$ cat config.mk
export PLATFORM = sky130hd
export DESIGN_NAME = addr_scratch_unit
export DESIGN_NICKNAME = d
export VERILOG_FILES = /design/src/rtl/asu_pkg.sv /design/src/rtl/asu_alu.sv /design/src/rtl/asu_regfile.sv /design/src/rtl/asu_addr_bank.sv /design/src/rtl/addr_scratch_unit.sv
export SDC_FILE = /design/constraint.sdc
export NUM_CORES = 1
export LEC_CHECK = 0
export ABC_AREA = 1
export BUFFER_PORTS_ARGS = -buffer_cell sky130_fd_sc_hd__buf_4
export CORE_AREA = 2 2 183 185
export CTS_CLUSTER_DIAMETER = 150
export DETAILED_ROUTE_END_ITERATION = 10
export DIE_AREA = 0 0 185 187
export PLACE_DENSITY = 0.72
export SYNTH_ARGS = -nofsm -noshare
export SYNTH_HDL_FRONTEND = slang
export SYNTH_HIERARCHICAL = 1
export SYNTH_SLANG_ARGS = --single-unit
export TNS_END_PERCENT = 30
$ cat constraint.sdc
create_clock -name clk -period 8.7 [get_ports clk]
set_clock_uncertainty 0.05 [all_clocks]
set_input_delay 0.87 -clock clk [delete_from_list [all_inputs] [get_ports clk]]
set_output_delay 0.87 -clock clk [all_outputs]
set_load 0.01 [all_outputs]
$ cat src/rtl/asu_pkg.sv
package asu_pkg;
  localparam int unsigned ASU_WIDTH = 16;
  localparam int unsigned ASU_DEPTH = 16;

  typedef enum logic [2:0] {
    OP_CLR = 3'd0,
    OP_INC = 3'd1,
    OP_DEC = 3'd2,
    OP_AND = 3'd3,
    OP_OR  = 3'd4,
    OP_XOR = 3'd5,
    OP_ADD = 3'd6,
    OP_MOV = 3'd7
  } asu_op_e;

  typedef enum logic [1:0] {
    TGT_NONE = 2'd0,
    TGT_DM   = 2'd1,
    TGT_TM   = 2'd2,
    TGT_DP   = 2'd3
  } asu_tgt_e;
endpackage

$ cat src/rtl/asu_alu.sv
module asu_alu #(
  parameter int unsigned W = asu_pkg::ASU_WIDTH
) (
  input  asu_pkg::asu_op_e op,
  input  logic [W-1:0]     a,
  input  logic [W-1:0]     b,
  output logic [W-1:0]     y
);
  import asu_pkg::*;

  localparam logic [W-1:0] ONE = W'(1);

  always_comb begin
    case (op)
      OP_CLR:  y = '0;
      OP_INC:  y = a + ONE;
      OP_DEC:  y = a - ONE;
      OP_AND:  y = a & b;
      OP_OR:   y = a | b;
      OP_XOR:  y = a ^ b;
      OP_ADD:  y = a + b;
      default: y = a;
    endcase
  end
endmodule

$ cat src/rtl/asu_regfile.sv
module asu_regfile #(
  parameter int unsigned W     = asu_pkg::ASU_WIDTH,
  parameter int unsigned DEPTH = asu_pkg::ASU_DEPTH,
  localparam int unsigned IW   = $clog2(DEPTH)
) (
  input  logic          clk,
  input  logic          rst_n,
  input  logic          wr_en,
  input  logic [IW-1:0] wr_idx,
  input  logic [W-1:0]  wr_data,
  input  logic [IW-1:0] rd_idx,
  output logic [W-1:0]  rd_data
);
  logic [W-1:0] ent_q [DEPTH];

  for (genvar g = 0; g < DEPTH; g++) begin : g_ent
    logic         ld;
    logic [W-1:0] d;
    logic [W-1:0] q;

    always_comb begin
      ld = wr_en && (wr_idx == IW'(g));
      d  = ld ? wr_data : q;
    end

    always_ff @(posedge clk or negedge rst_n) begin
      if (!rst_n) q <= '0;
      else        q <= d;
    end

    assign ent_q[g] = q;
  end

  // write-through: a pending write to the read index wins
  always_comb begin
    if (wr_en && (wr_idx == rd_idx)) rd_data = wr_data;
    else                             rd_data = ent_q[rd_idx];
  end
endmodule

$ cat src/rtl/asu_addr_bank.sv
module asu_addr_bank #(
  parameter int unsigned W    = asu_pkg::ASU_WIDTH,
  parameter int unsigned NREG = 3,
  localparam int unsigned SW  = $clog2(NREG + 1)
) (
  input  logic                   clk,
  input  logic                   rst_n,
  input  logic                   cmd_en,
  input  logic [SW-1:0]          sel,
  input  logic [W-1:0]           din,
  output logic [NREG-1:0][W-1:0] q
);
  for (genvar g = 0; g < NREG; g++) begin : g_areg
    logic         ld;
    logic [W-1:0] d;
    logic [W-1:0] r;

    always_comb begin
      ld = cmd_en && (sel == SW'(g + 1));
      d  = ld ? din : r;
    end

    always_ff @(posedge clk or negedge rst_n) begin
      if (!rst_n) r <= '0;
      else        r <= d;
    end

    assign q[g] = r;
  end
endmodule

$ cat src/rtl/addr_scratch_unit.sv
module addr_scratch_unit #(
  parameter int unsigned W     = asu_pkg::ASU_WIDTH,
  parameter int unsigned DEPTH = asu_pkg::ASU_DEPTH,
  localparam int unsigned IW   = $clog2(DEPTH)
) (
  input  logic          clk,
  input  logic          rst_n,
  input  logic          cmd_valid,
  input  logic [2:0]    cmd_op,
  input  logic [IW-1:0] cmd_src,
  input  logic [IW-1:0] cmd_dst,
  input  logic [W-1:0]  cmd_imm,
  input  logic          cmd_wb,
  input  logic [1:0]    cmd_asel,
  output logic [W-1:0]  dm_addr,
  output logic [W-1:0]  tm_addr,
  output logic [W-1:0]  dp_addr,
  output logic          zero_flag
);
  import asu_pkg::*;

  localparam int unsigned NTGT = 3;

  logic [W-1:0]  opnd_a;
  logic [W-1:0]  alu_y;

  logic          pend_en_d,  pend_en_q;
  logic [IW-1:0] pend_idx_d, pend_idx_q;
  logic [W-1:0]  pend_dat_d, pend_dat_q;
  logic          zero_d,     zero_q;

  logic [NTGT-1:0][W-1:0] areg;

  asu_regfile #(.W(W), .DEPTH(DEPTH)) u_rf (
    .clk     (clk),
    .rst_n   (rst_n),
    .wr_en   (pend_en_q),
    .wr_idx  (pend_idx_q),
    .wr_data (pend_dat_q),
    .rd_idx  (cmd_src),
    .rd_data (opnd_a)
  );

  asu_alu #(.W(W)) u_alu (
    .op (asu_op_e'(cmd_op)),
    .a  (opnd_a),
    .b  (cmd_imm),
    .y  (alu_y)
  );

  asu_addr_bank #(.W(W), .NREG(NTGT)) u_ab (
    .clk    (clk),
    .rst_n  (rst_n),
    .cmd_en (cmd_valid),
    .sel    (cmd_asel),
    .din    (alu_y),
    .q      (areg)
  );

  // next state of the writeback stage and the flag
  always_comb begin
    pend_en_d  = cmd_valid && cmd_wb;
    pend_idx_d = pend_en_d ? cmd_dst : pend_idx_q;
    pend_dat_d = pend_en_d ? alu_y   : pend_dat_q;
    zero_d     = cmd_valid ? (alu_y == '0) : zero_q;
  end

  always_ff @(posedge clk or negedge rst_n) begin
    if (!rst_n) begin
      pend_en_q  <= 1'b0;
      pend_idx_q <= '0;
      pend_dat_q <= '0;
      zero_q     <= 1'b0;
    end else begin
      pend_en_q  <= pend_en_d;
      pend_idx_q <= pend_idx_d;
      pend_dat_q <= pend_dat_d;
      zero_q     <= zero_d;
    end
  end

  assign dm_addr   = areg[0];
  assign tm_addr   = areg[1];
  assign dp_addr   = areg[2];
  assign zero_flag = zero_q;
endmodule

After elaboration in Yosys (flattened, before gate mapping)
Index checks and enable logic that the tools add are counted.

Multiplexer cells: 5. Bitwise logic cells: 4. Equality and inequality tests: 25. Reduce and logical (&&, ||, !) cells: 24. $lt $le $gt $ge: 1. Add/sub/neg operators: 3.

Operator list (count): $pmux 16 s7 (1); $bmux 16 s4 (1); $mux 16 (3); $eq 4x4->1 const B (8); $logic_and 1x1->1 (21); $add 16x1->16 const B (1); $add 16x16->16 (1); $and 16x16->16 (1); $eq 4x3->1 const B (4); $logic_not 16->1 (1); $or 16x16->16 (1); $sub 16x1->16 const B (1); $xor 16x16->16 (1); $eq 3x3->1 const B (3); $eq 4x2->1 const B (2); $eq 3x2->1 const B (2); $ge 5x5->1 const B (1); $not 4->5 (1); $eq 2x2->1 const B (2); $eq 4x1->1 const B (1); $eq 4x4->1 (1); $logic_not 4->1 (1); $eq 3x1->1 const B (1); $logic_not 3->1 (1); $eq 2x1->1 const B (1).

Word-level logic and storage cells: 85. Flip-flop bits (word level): 326. Input port bits: 33.

Depth between registers and ports, before layout
Gate-level depths: netlist of the first run.

Depth in word-level cells: 8. Depth in mapped cells: 27. Mapped depth without buffers: 25.

Cells and area by module
The synthesis of the first run kept the hierarchy.

Modules (own cells, without submodules): asu_regfile (cells an instance 1715, area an instance 12602.1 um^2, times used 1); asu_addr_bank (cells an instance 216, area an instance 2099.5 um^2, times used 1); asu_alu (cells an instance 381, area an instance 2073.2 um^2, times used 1); addr_scratch_unit (cells an instance 105, area an instance 889.6 um^2, times used 1).

Worst setup path after synthesis of the first run
No wires, ideal clock.

Path kind: input -> register. From: input port cmd_src[3]. To: register zero_q (netlist: zero_flag). Setup slack: 5.064 ns. Buffers on the path: 1. Stages: 21. Library setup time: 0.065 ns. Arrival time: 3.521 ns. Required time: 8.585 ns. Cell sequence: buf_2 inv_2 o21ai_1 a21oi_4 nand3_4 nand2_1 nand2_1 ha_1 fa_1 nand2_1 a21oi_1 or2_2 nand3_1 nand2_1 nor2_1 o21ai_0 nor2_1 nand2_1 nor2_1 nand3_1 nand2_1.

Cells in the longest elaborated chain, start to end: 8. Elaborated cells between the ends (all ways): 15.

Ends and longest elaborated chain: from (decl) (RTL line addr_scratch_unit.sv:10) `input logic [IW-1:0] cmd_src,`; $not 4->5 (not written as such) (RTL line asu_regfile.sv:37) `else rd_data = ent_q[rd_idx];`; $bmux 16 s4 (RTL line asu_regfile.sv:37); $mux 16 (not written as such) (2 in a row) (RTL line asu_regfile.sv:37); $mux 16 (*) (RTL line asu_regfile.sv:36) `if (wr_en && (wr_idx == rd_idx)) rd_data = wr_data;`; via opnd_a[0] (RTL line addr_scratch_unit.sv:24) `logic [W-1:0] opnd_a;`; $add 16x16->16 (tied with other cells) (RTL line asu_alu.sv:21) `OP_ADD: y = a + b;`; $pmux 16 s7 (*) (RTL line asu_alu.sv:14) `case (op)`; via alu_y[4] (RTL line addr_scratch_unit.sv:25) `logic [W-1:0] alu_y;`; $logic_not 16->1 (*) (RTL line addr_scratch_unit.sv:65) `zero_d = cmd_valid ? (alu_y == '0) : zero_q;`; to (signal assigned) (RTL line addr_scratch_unit.sv:78) `zero_q <= zero_d;`; to (decl) (RTL line addr_scratch_unit.sv:30) `logic zero_d, zero_q;`.

Mark *: on every way through the listed nets, which the timed path passes. The rest lies on a longest branch. The select of a mux whose other input is x is not followed. A chain may end at the register's enable or synchronous reset.

Final worst setup path of the first run
From: input port cmd_src[0]. To: register u_ab.g_areg[1].r[14].

Cells in the longest elaborated chain, start to end: 7. Elaborated cells between the ends (all ways): 14.

Ends and longest elaborated chain: $not 4->5 (not written as such) (RTL line asu_regfile.sv:37); $bmux 16 s4 (RTL line asu_regfile.sv:37); $mux 16 (not written as such) (2 in a row) (RTL line asu_regfile.sv:37); $mux 16 (*) (RTL line asu_regfile.sv:36); via opnd_a[9] (RTL line addr_scratch_unit.sv:24); $add 16x16->16 (tied with other cells) (RTL line asu_alu.sv:21); $pmux 16 s7 (*) (RTL line asu_alu.sv:14); via alu_y[14] (RTL line addr_scratch_unit.sv:25); to (signal assigned) (RTL line asu_addr_bank.sv:24) `if (!rst_n) r <= '0;`; to (signal assigned) (RTL line asu_addr_bank.sv:25) `else r <= d;`; to (decl) (RTL line asu_addr_bank.sv:16) `logic [W-1:0] r;`.

Marks and branches as above.

==> run_results.csv, run 1 <==
group,metric,value,unit
layout,fin_util,59.2,%
synth,synth_area_per_cell,7.31,um^2
routing,first_pass_iters,6,
power,leakagePower,9.92,nW
grt,grt_usage,29.2,%
clock_network,clk_path_buf_depth,3,
routing,drt_wl_total,49400,um
grt,grt_pass1_wl,80800,um
timing,rsz0062_at_grt,"no",
synth,ys_types,40,
worst_hold_path,min_path_type,"primary input to asynchronous set/reset pin",
routing,wl_per_cell,17.2,um
synth,netlist_instances,2417,
worst_setup_path,cp_slowest_cell,"buf_4",
routing,via_per_inst,5.47,
worst_setup_path,timing.critical_path.buf_inv,3,
place,place_ws,3.10,ns
worst_setup_path,arrival,5.63,ns
layout,area_growth,10.0,%
power,power,4.70,mW
synth,async_reset_ff_share,100,%
clock_network,clkLatencyLatePin,0.55,ns
floorplan,die-height,187,um
worst_setup_path,critPathMostFrequentCell,"nand2_1",
outcome,outcome,"finished clean",
timing,finalHoldViolations,0,
routing,drt_iter0_drc,1744,
timing,max_freq,192,MHz
worst_setup_path,criticalPathCategory,"primary input to flop",
synth,synth_area,0.0177,mm^2
clock_network,cts_resized,0,
layout,drive_gt1_share,7.29,%
place,dp.cells,2810,
layout,final_cell_mix,"nand2_1 (921), dfrtp_1 (326), inv_1 (298)",
worst_setup_path,cp_max_fo,78,
timing,setup_violations,0,
worst_setup_path,cp-start-kind,"primary input",
timing,fin_ws,3.50,ns
synth,seq_area_frac_synth,46.2,%
grt,grt-ovfl-total,0,
clock_network,cts_tree,"yes",
layout,final_nets,2482,
clock_network,numCtsBuffers,37,
floorplan,rows,67,
routing,drc,0,
synth,synth_warnings,6,
floorplan,die_area,0.0346,mm^2
clock_network,cts-hold-fix-buffers,0,
synth,synth_fp_nets,2498,
timing,slew_viol_final,0,
grt,grt_start_max_net_pins,184,
job,cap_violations,0,
timing,min_period,5.20,ns
floorplan,die_w,185,um
timing,fin_crit_sh,59.8,%
clock_network,cts_max_level,2,
worst_setup_path,crit_path_end_kind,"flop",
grt,antenna_found_initial,2,
grt,grt_pass1_vias,15125,
worst_setup_path,critical_path.top_delay_family,"buffers and inverters",
timing,slew_headroom,17.3,%
synth,synth-main-ff-cell,"dfrtp_1",
floorplan,core_area,0.0329,mm^2
power,irDropWorstVdd,0.000185,V
timing,tightest_slew,1.24,ns
timing,final.setup.tns,0,ns
worst_setup_path,max_stage_delay,0.71,ns
worst_setup_path,cp.required,9.13,ns
synth,synth-seq-cells,326,
clock_network,clk_pin_slew_worst_paths,0.06,ns
place,dp_hpwl,30400,um
clock_network,cts_root_buffer,"clkbuf_16",
routing,num_vias,15754,
routing,antenna_left,0,
power,power-per-cell-area,242,mW/mm^2
floorplan,start_util,53.8,%
place,portBuffers,81,
clock_network,post_cts_buffers,0,
synth,synth_edf_count,0,
floorplan,ios,82,
layout,final_common_cell,"nand2_1",
layout,final_cell_count_no_fill,2879,
place,gp_congestion,0.890,
worst_setup_path,crit_chain,"buf_4 -> inv_4 -> buf_4 -> nand2_1 -> nand3_1 -> nand3_1 -> nand3_1 -> nand2_1 -> nand2_1 -> nand2_1 -> ha_1 -> a21oi_1 -> nand2_1 -> a21oi_1 -> nand2_1 -> nand2_1 -> nand3_1 -> a21oi_1 -> nand4_1 -> nand2_1",
clock_network,clock-sinks,326,
==> worst register-to-register path: stages (launching register included) <==
cell      delay, ns
dfrtp_1        0.43
inv_1          0.14
o22ai_1        0.09
a21oi_2        0.68
nand3_4        0.37
nand2_1        0.17
nand2_1        0.14
ha_1           0.30
fa_1           0.40
nand2_1        0.12
nand2_1        0.06
nand3b_1       0.07
nand2_1        0.12
nand2_1        0.11
nand2_1        0.05
nand2_1        0.06
nand3_1        0.06
a21oi_1        0.63
nand4_1        0.25
nand2_1        0.11
==> through the flow <==
| stage | hold WS (ns) | instance area [um^2] |
|---|---|---|
| floorplan | 0.403 | 17700 |
| global placement | 0.407 | 18200 |
| detailed placement | 0.410 | 18200 |
| CTS | 0.248 | 19400 |
| global route | 0.259 | 19400 |
| finish | 0.216 | 19400 |
==> per-layer routing <==
| metal | GRT usage, % | up-vias | part of all wire (%) |
|---|---|---|---|
| met3 | 4.26 | 103 | 8.1 |
| met4 | 11.1 | 0 | 3.0 |
| li1 | - | 7587 | - |
| met5 | 0 | - | 0 |
| met2 | 45.5 | 641 | 46 |
| met1 | 41.4 | 7423 | 43 |
==> cell usage after synthesis, drive strengths merged (7+ instances only) <==
library cell  number  area share (%)
or2                7            0.25
nand2            923              20
nand4             74             2.6
inv              306             6.6
o21ai            275             7.8
ha                47             3.3
dfrtp            326              46
nor2              28            0.61
buf               78             2.7
clkbuf            73             1.6
a21oi             27            0.85
nand3            229             6.8
nor3               8            0.38
==> state kept, by name, indices dropped and copies added, names as in the netlist <==
register,cells
u_rf/g_ent.q,256
u_ab/g_areg.r,48
pend_dat_q,16
pend_idx_q,4
pend_en_q,1
zero_flag,1
==> area by class of cell <==
| cell class | instances | area [um^2] |
|---|---|---|
| clock buffer | 54 | 1020 |
| sequential | 326 | 8160 |
| tap | 448 | 561 |
| timing repair buffer | 96 | 741 |
| multi-input combinational | 1632 | 7590 |
| inverter | 308 | 1170 |
| fill | 3073 | 13400 |
| clock inverter | 13 | 199 |
| antenna | 2 | 5.00 |
==> where the power goes <==
group	total [mW]	switching, mW	internal [mW]
Clock	1.57	0.633	0.940
Combinational	1.05	0.676	0.378
Sequential	2.07	0.204	1.87
==> cell families after synthesis <==
group	count (synthesis)	synth area share, %
AO/OA/AOI/OAI	312	9.12
AND/OR/NAND/NOR	1272	30.4
buffers and inverters	459	10.9
flip-flops	326	46.2
adder cells (fa/ha/maj)	48	3.44
==> final timing paths <==
kind / slack, ns / endpoint / from / cells past startpoint
worst max-delay path: 3.50 / u_ab/g_areg[1].r[14] / cmd_src[0] / 20
worst min-delay path: 0.22 / u_rf/g_ent[6].q[12] / rst_n / 1
worst max register to register: 4.20 / u_ab/g_areg[1].r[14] / pend_idx_q[1] / 19
worst min register to register: 0.42 / u_ab/g_areg[0].r[11] / u_ab/g_areg[0].r[11] / 2
max in group asynchronous: 6.92 / u_ab/g_areg[2].r[9] / rst_n / 2
min in group clk: 0.42 / u_ab/g_areg[0].r[11] / u_ab/g_areg[0].r[11] / 2
Power figures use the tool's default switching activity.
==> run 2, diff against run 1 <==
--- a/config.mk
+++ b/config.mk
@@ -5,12 +5,12 @@
 export SDC_FILE = /design/constraint.sdc
 export NUM_CORES = 1
 export LEC_CHECK = 0
-export ABC_AREA = 1
+export ABC_AREA = 0
 export BUFFER_PORTS_ARGS = -buffer_cell sky130_fd_sc_hd__buf_4
-export CORE_AREA = 2 2 183 185
+export CORE_AREA = 2 2 178 180
 export CTS_CLUSTER_DIAMETER = 150
 export DETAILED_ROUTE_END_ITERATION = 10
-export DIE_AREA = 0 0 185 187
+export DIE_AREA = 0 0 180 182
 export PLACE_DENSITY = 0.72
 export SYNTH_ARGS = -nofsm -noshare
 export SYNTH_HDL_FRONTEND = slang
==> constraint.sdc (replaced) <==
create_clock -name clk -period 5 [get_ports clk]
set_clock_uncertainty 0.05 [all_clocks]
set_input_delay 0.5 -clock clk [delete_from_list [all_inputs] [get_ports clk]]
set_output_delay 0.5 -clock clk [all_outputs]
set_load 0.01 [all_outputs]
==> run_results.csv, run 2 <==
group,metric,value,unit
power,power,9.92,mW
grt,grt_pass1_vias,10493,
power,irDropWorstVdd,0.000422,V
clock_network,cts_root_buffer,"clkbuf_16",
clock_network,clkLatencyLatePin,0.53,ns
timing,final.setup.tns,0,ns
synth,synth.most_common_cell,"dfrtp_1",
synth,async_reset_ff_share,100,%
worst_setup_path,cp_num_cells,15,
layout,diodes,0,
place,placed_cell_area,0.0178,mm^2
place,gp_congestion,0.885,
worst_setup_path,crit_end,"zero_flag",
synth,netlist_instances,1192,
grt,grt-ovfl-total,0,
clock_network,clk_path_buf_depth,3,
routing,via_per_inst,6.01,
layout,fillers,2361,
synth,synth_top_area_share,48.7,%
synth,synth_warnings,6,
layout,reg.largest.list,"u_rf/g_ent.q: 256 flops, u_ab/g_areg.r: 48 flops, pend_dat_q: 16 flops",
timing,finalHoldViolations,19,
clock_network,clk_pin_slew_worst_paths,0.07,ns
synth,synth-seq-cells,326,
power,leakagePower,9.13,nW
synth,seq_area_frac_synth,48.7,%
worst_setup_path,worstReg2RegStart,"pend_idx_q[1]",
worst_setup_path,crit_chain,"xnor2_1 -> nand2_1 -> nor4_4 -> buf_4 -> mux2_2 -> fa_1 -> a21oi_1 -> o211ai_2 -> a31oi_4 -> xnor2_1 -> a221oi_1 -> nor2_1 -> nor4_1 -> nand3_1 -> o22ai_1",
worst_hold_path,min_path_type,"primary input to asynchronous set/reset pin",
clock_network,clock-sinks,326,
worst_setup_path,cp-start-kind,"flop",
layout,max_flop_register,"u_rf/g_ent.q",
synth,synth_fp_nets,1273,
job,cap_violations,0,
synth,yosys-top-cells-count,"dfrtp_1 (326), mux2_2 (294), mux4_2 (64)",
worst_setup_path,r2r_cells,15,
synth,synth_area_per_cell,14.1,um^2
synth,ys_top_cells_by_area,"dfrtp_1 (49%), mux2_2 (20%), mux4_2 (8.6%)",
clock_network,cts_tree,"yes",
floorplan,rows,65,
worst_setup_path,r2r-end,"zero_flag",
floorplan,core_area,0.0310,mm^2
clock_network,cts_resized,0,
place,dp.cells,1627,
grt,grt_start_max_net_pins,108,
outcome,outcome,"finished, violations left",
worst_setup_path,r2r_setup_slack,0.82,ns
routing,drt_iter0_drc,697,
place,portBuffers,81,
layout,final_cell_count_no_fill,1689,
worst_setup_path,cp_max_fo,15,
clock_network,cts-hold-fix-buffers,0,
place,dp_hpwl,25000,um
clock_network,cts_max_level,2,
place,place_ws,0.280,ns
layout,final_common_cell,"dfrtp_1",
timing,fin_crit_sh,83.6,%
floorplan,die_w,180,um
worst_setup_path,cp-startpoint,"pend_idx_q[1]",
worst_setup_path,critical_path.top_delay_family,"compound AO/OA/AOI/OAI gates",
synth,synth_edf_count,0,
timing,holdWs,-0.0502,ns
routing,first_pass_iters,4,
worst_setup_path,arrival,4.58,ns
clock_network,post_cts_buffers,0,
worst_setup_path,crit_path_end_kind,"flop",
worst_setup_path,cp.required,5.40,ns
clock_network,numCtsBuffers,35,
timing,tightest_slew,0.890,ns
synth,synth_area,0.0168,mm^2
timing,rsz0062_at_grt,"no",
power,power-per-cell-area,525,mW/mm^2
timing,max_freq,239,MHz
routing,wl_per_cell,23.2,um
layout,final_cell_mix,"dfrtp_1 (326), mux2_2 (294), buf_4 (108)",
routing,drc,0,
routing,antenna_left,0,
timing,slew_viol_final,0,
worst_setup_path,cp_slowest_cell,"dfrtp_1",
floorplan,start_util,54.1,%
timing,setup_violations,0,
layout,design_area,0.0189,mm^2
routing,drt_wl_total,39300,um
layout,area_growth,12.8,%
grt,antenna_found_initial,0,
timing,min_period,4.18,ns
worst_setup_path,max_stage_delay,0.53,ns
grt,grt_pass1_wl,61700,um
floorplan,die_area,0.0328,mm^2
outcome,violations,"negative hold slack",
grt,grt_usage,24.3,%
routing,num_vias,10151,
floorplan,die-height,182,um
layout,largest_register_ff_count,256,
timing,fin_ws,0.821,ns
layout,final_nets,1343,
worst_setup_path,critPathMostFrequentCell,"xnor2_1",
worst_setup_path,timing.critical_path.buf_inv,1,
synth,ys_types,61,
worst_setup_path,criticalPathCategory,"flop to flop",
timing,slew_headroom,40.3,%
layout,drive_gt1_share,46.7,%
floorplan,ios,82,
synth,synth-main-ff-cell,"dfrtp_1",
synth,synth_top_area_cell,"dfrtp_1",
-- run 2: through the flow --
step,hold WS [ns],util [%]
after detailed placement,0.440,57.3
after CTS,0.0153,61.0
final,-0.0502,61.0
after floorplan,0.154,-
after global placement,0.432,57.3
after global routing,0.0364,61.0
-- run 2: area by class of cell --
cell class / instances / area [um^2] / area share [%]
clock buffers: 47 / 992 / 5.25
clock inverters: 15 / 151 / 0.801
inverters: 38 / 143 / 0.755
multi-input cells: 748 / 8050 / 42.6
flip-flops and latches: 326 / 8160 / 43.2
well taps: 402 / 503 / 2.66
repair buffers: 113 / 906 / 4.79
-- run 2: worst min path at each step --
stage,startpoint,end,depth (start not counted)
5_1_grt,rst_n,u_rf/g_ent[1].q[4],1
3_5_place_dp,u_rf/g_ent[10].q[11],u_rf/g_ent[10].q[11],1
6_report,rst_n,u_rf/g_ent[9].q[4],1
3_3_place_gp,u_rf/g_ent[12].q[2],u_rf/g_ent[12].q[2],1
2_1_floorplan,rst_n,pend_dat_q[0],0
4_1_cts,rst_n,u_rf/g_ent[9].q[4],1
-- run 2: per-layer routing --
metal  GRT usage [%]  share of wire (%)  routed length, um
met1            34.5                 45              17700
met2            39.2                 47              18500
met3            4.37                5.8               2260
met4            5.98                1.9                758
met5               0                  0                  0
-- run 2: cell families (layout without fill, tap and decap cells) --
family | count (synthesis) | in the layout | share of synthesized area, %
buffers and inverters | 118 | 213 | 3.39
DFF | 326 | 326 | 48.7
xor gates and xnor gates | 14 | 14 | 0.732
muxes | 457 | 457 | 35.7
AOI/OAI and AO/OA | 103 | 103 | 3.98
and+or+nand+nor | 126 | 126 | 3.82
adders and majority gates | 48 | 48 | 3.63
-- run 2: report_power, final --
| part | total [mW] | leakage, nW | switching (mW) | internal [mW] |
|---|---|---|---|---|
| clock network | 2.57 | 0.558 | 1.06 | 1.51 |
| registers | 4.42 | 4.29 | 0.773 | 3.64 |
| logic | 2.94 | 4.28 | 1.18 | 1.76 |
==> run 3, diff against run 2 <==
==> constraint.sdc (replaced) <==
create_clock -name clk -period 4.05 [get_ports clk]
set_clock_uncertainty 0.05 [all_clocks]
set_input_delay 0.405 -clock clk [delete_from_list [all_inputs] [get_ports clk]]
set_output_delay 0.405 -clock clk [all_outputs]
set_load 0.01 [all_outputs]
==> run_results.csv, run 3 (synthesis results as in run 2) <==
group,metric,value,unit
timing,slew_viol_final,0,
timing,setup_violations,0,
timing,max_freq,258,MHz
grt,grt_start_max_net_pins,89,
layout,final_cell_mix,"dfrtp_1 (326), mux2_2 (294), buf_4 (170)",
timing,rsz0062_at_grt,"no",
routing,num_vias,10535,
worst_setup_path,crit_path_end_kind,"flop",
job,cap_violations,0,
clock_network,clk_path_buf_depth,3,
place,placed_cell_area,0.0184,mm^2
floorplan,die_area,0.0328,mm^2
layout,final_common_cell,"dfrtp_1",
clock_network,cts_max_level,2,
routing,drt_iter0_drc,801,
layout,drive_gt1_share,49.9,%
timing,holdWs,0.0887,ns
layout,largest_register_ff_count,256,
floorplan,ios,82,
layout,fin_util,63.1,%
timing,fin_crit_sh,95.9,%
clock_network,clk_pin_slew_worst_paths,0.06,ns
routing,via_per_inst,5.99,
timing,finalHoldViolations,0,
grt,grt_pass1_wl,64600,um
floorplan,rows,65,
place,portBuffers,81,
clock_network,cts_tree,"yes",
timing,slew_headroom,22.3,%
power,leakagePower,9.52,nW
clock_network,clkLatencyLatePin,0.52,ns
layout,max_flop_register,"u_rf/g_ent.q",
routing,drt_wl_total,40900,um
worst_setup_path,cp-start-kind,"flop",
routing,first_pass_iters,5,
layout,fillers,2267,
layout,reg.largest.list,"u_rf/g_ent.q: 256 flops, u_ab/g_areg.r: 48 flops, pend_dat_q: 16 flops",
layout,design_area,0.0196,mm^2
power,irDropWorstVdd,0.000438,V
power,power-per-cell-area,643,mW/mm^2
worst_setup_path,cp.required,4.38,ns
clock_network,clock-sinks,326,
clock_network,cts_root_buffer,"clkbuf_16",
timing,min_period,3.88,ns
worst_setup_path,r2r_cells,16,
timing,tightest_slew,1.17,ns
routing,wl_per_cell,23.3,um
worst_setup_path,cp_max_fo,5,
place,gp_congestion,0.949,
layout,diodes,0,
outcome,outcome,"finished clean",
floorplan,core_area,0.0310,mm^2
floorplan,start_util,54.1,%
place,dp_hpwl,26200,um
worst_hold_path,min_path_type,"primary input to flop",
worst_setup_path,criticalPathCategory,"flop to flop",
floorplan,die_w,180,um
floorplan,die-height,182,um
grt,grt_usage,25.5,%
grt,grt_pass1_vias,11068,
routing,antenna_left,0,
clock_network,numCtsBuffers,35,
grt,antenna_found_initial,0,
worst_setup_path,arrival,4.22,ns
worst_hold_path,worstHoldPathCells,2,
layout,area_growth,16.8,%
grt,grt-ovfl-total,0,
layout,final_nets,1415,
routing,drc,0,
==> run 3: changes by cell type in the layout (fill, tap and decap cells not counted), sizes merged <==
cell / before / now
buf: 113 / 184
clkinv: 9 / 13
clkbuf: 47 / 44
clkinvlp: 3 / 1
dlygate4sd3: 0 / 1
==> run 3: layout make-up <==
| cell class | count | area (um^2) | share of cell area, % |
|---|---|---|---|
| repair buffers | 185 | 1550 | 7.94 |
| clock buffers | 44 | 960 | 4.91 |
| flip-flops and latches | 326 | 8160 | 41.7 |
| multi-input cells | 748 | 8100 | 41.4 |
| clock inverters | 17 | 141 | 0.723 |
| inverters | 38 | 143 | 0.729 |
| well taps | 402 | 503 | 2.57 |
==> run 3: metrics by stage <==
stage,instances,power (mW),TNS [ns],setup WS (ns)
after global routing,1760,13.3,0,0.00368
after global placement,1698,9.25,-1.54,-0.213
after floorplan,1192,7.86,0,0.0806
final,1760,12.6,0,0.167
after CTS,1760,12.6,0,0.123
after detailed placement,1698,9.45,-3.47,-0.239
==> run 3: power breakdown <==
part	total (mW)	internal, mW	switching, mW
sequential	5.42	4.50	0.917
combinational	4.06	2.44	1.62
clock	3.10	1.81	1.29
==> run 3: worst paths after layout <==
| path | from | endpoint | slack (ns) |
|---|---|---|---|
| worst min-delay path | cmd_dst[0] | pend_idx_q[0] | 0.09 |
| worst max-delay path | pend_idx_q[1] | pend_dat_q[14] | 0.17 |
| worst min register to register | u_rf/g_ent[8].q[14] | u_rf/g_ent[8].q[14] | 0.45 |
| max in group asynchronous | rst_n | u_rf/g_ent[0].q[3] | 2.62 |
| worst max register to register | pend_idx_q[1] | pend_dat_q[14] | 0.17 |
| min in group asynchronous | rst_n | u_rf/g_ent[0].q[0] | 0.48 |
==> run 3: timing repair <==
action	CTS	global route
resized for setup	0	9
hold endpoints to repair	83	0
setup buffers	0	0
endpoints found under the setup margin	0	1
hold buffers	1	0
==> run 3: per-layer routing <==
layer	global-route usage, %	routed length (um)
met1	35.5	18100
met2	42.1	19700
met3	4.17	2260
met4	6.57	944
met5	0	0
==> run 3: critical path: stages, from the launching register on <==
cell      delay, ns
dfrtp_1        0.39
xnor2_1        0.16
nand2_1        0.12
nor4_4         0.39
buf_4          0.22
mux2_2         0.37
ha_1           0.38
a21oi_1        0.09
buf_4          0.16
o211ai_4       0.23
a31oi_4        0.15
buf_4          0.16
o31ai_2        0.20
xnor2_1        0.16
a21oi_1        0.11
buf_4          0.16
mux2_4         0.27
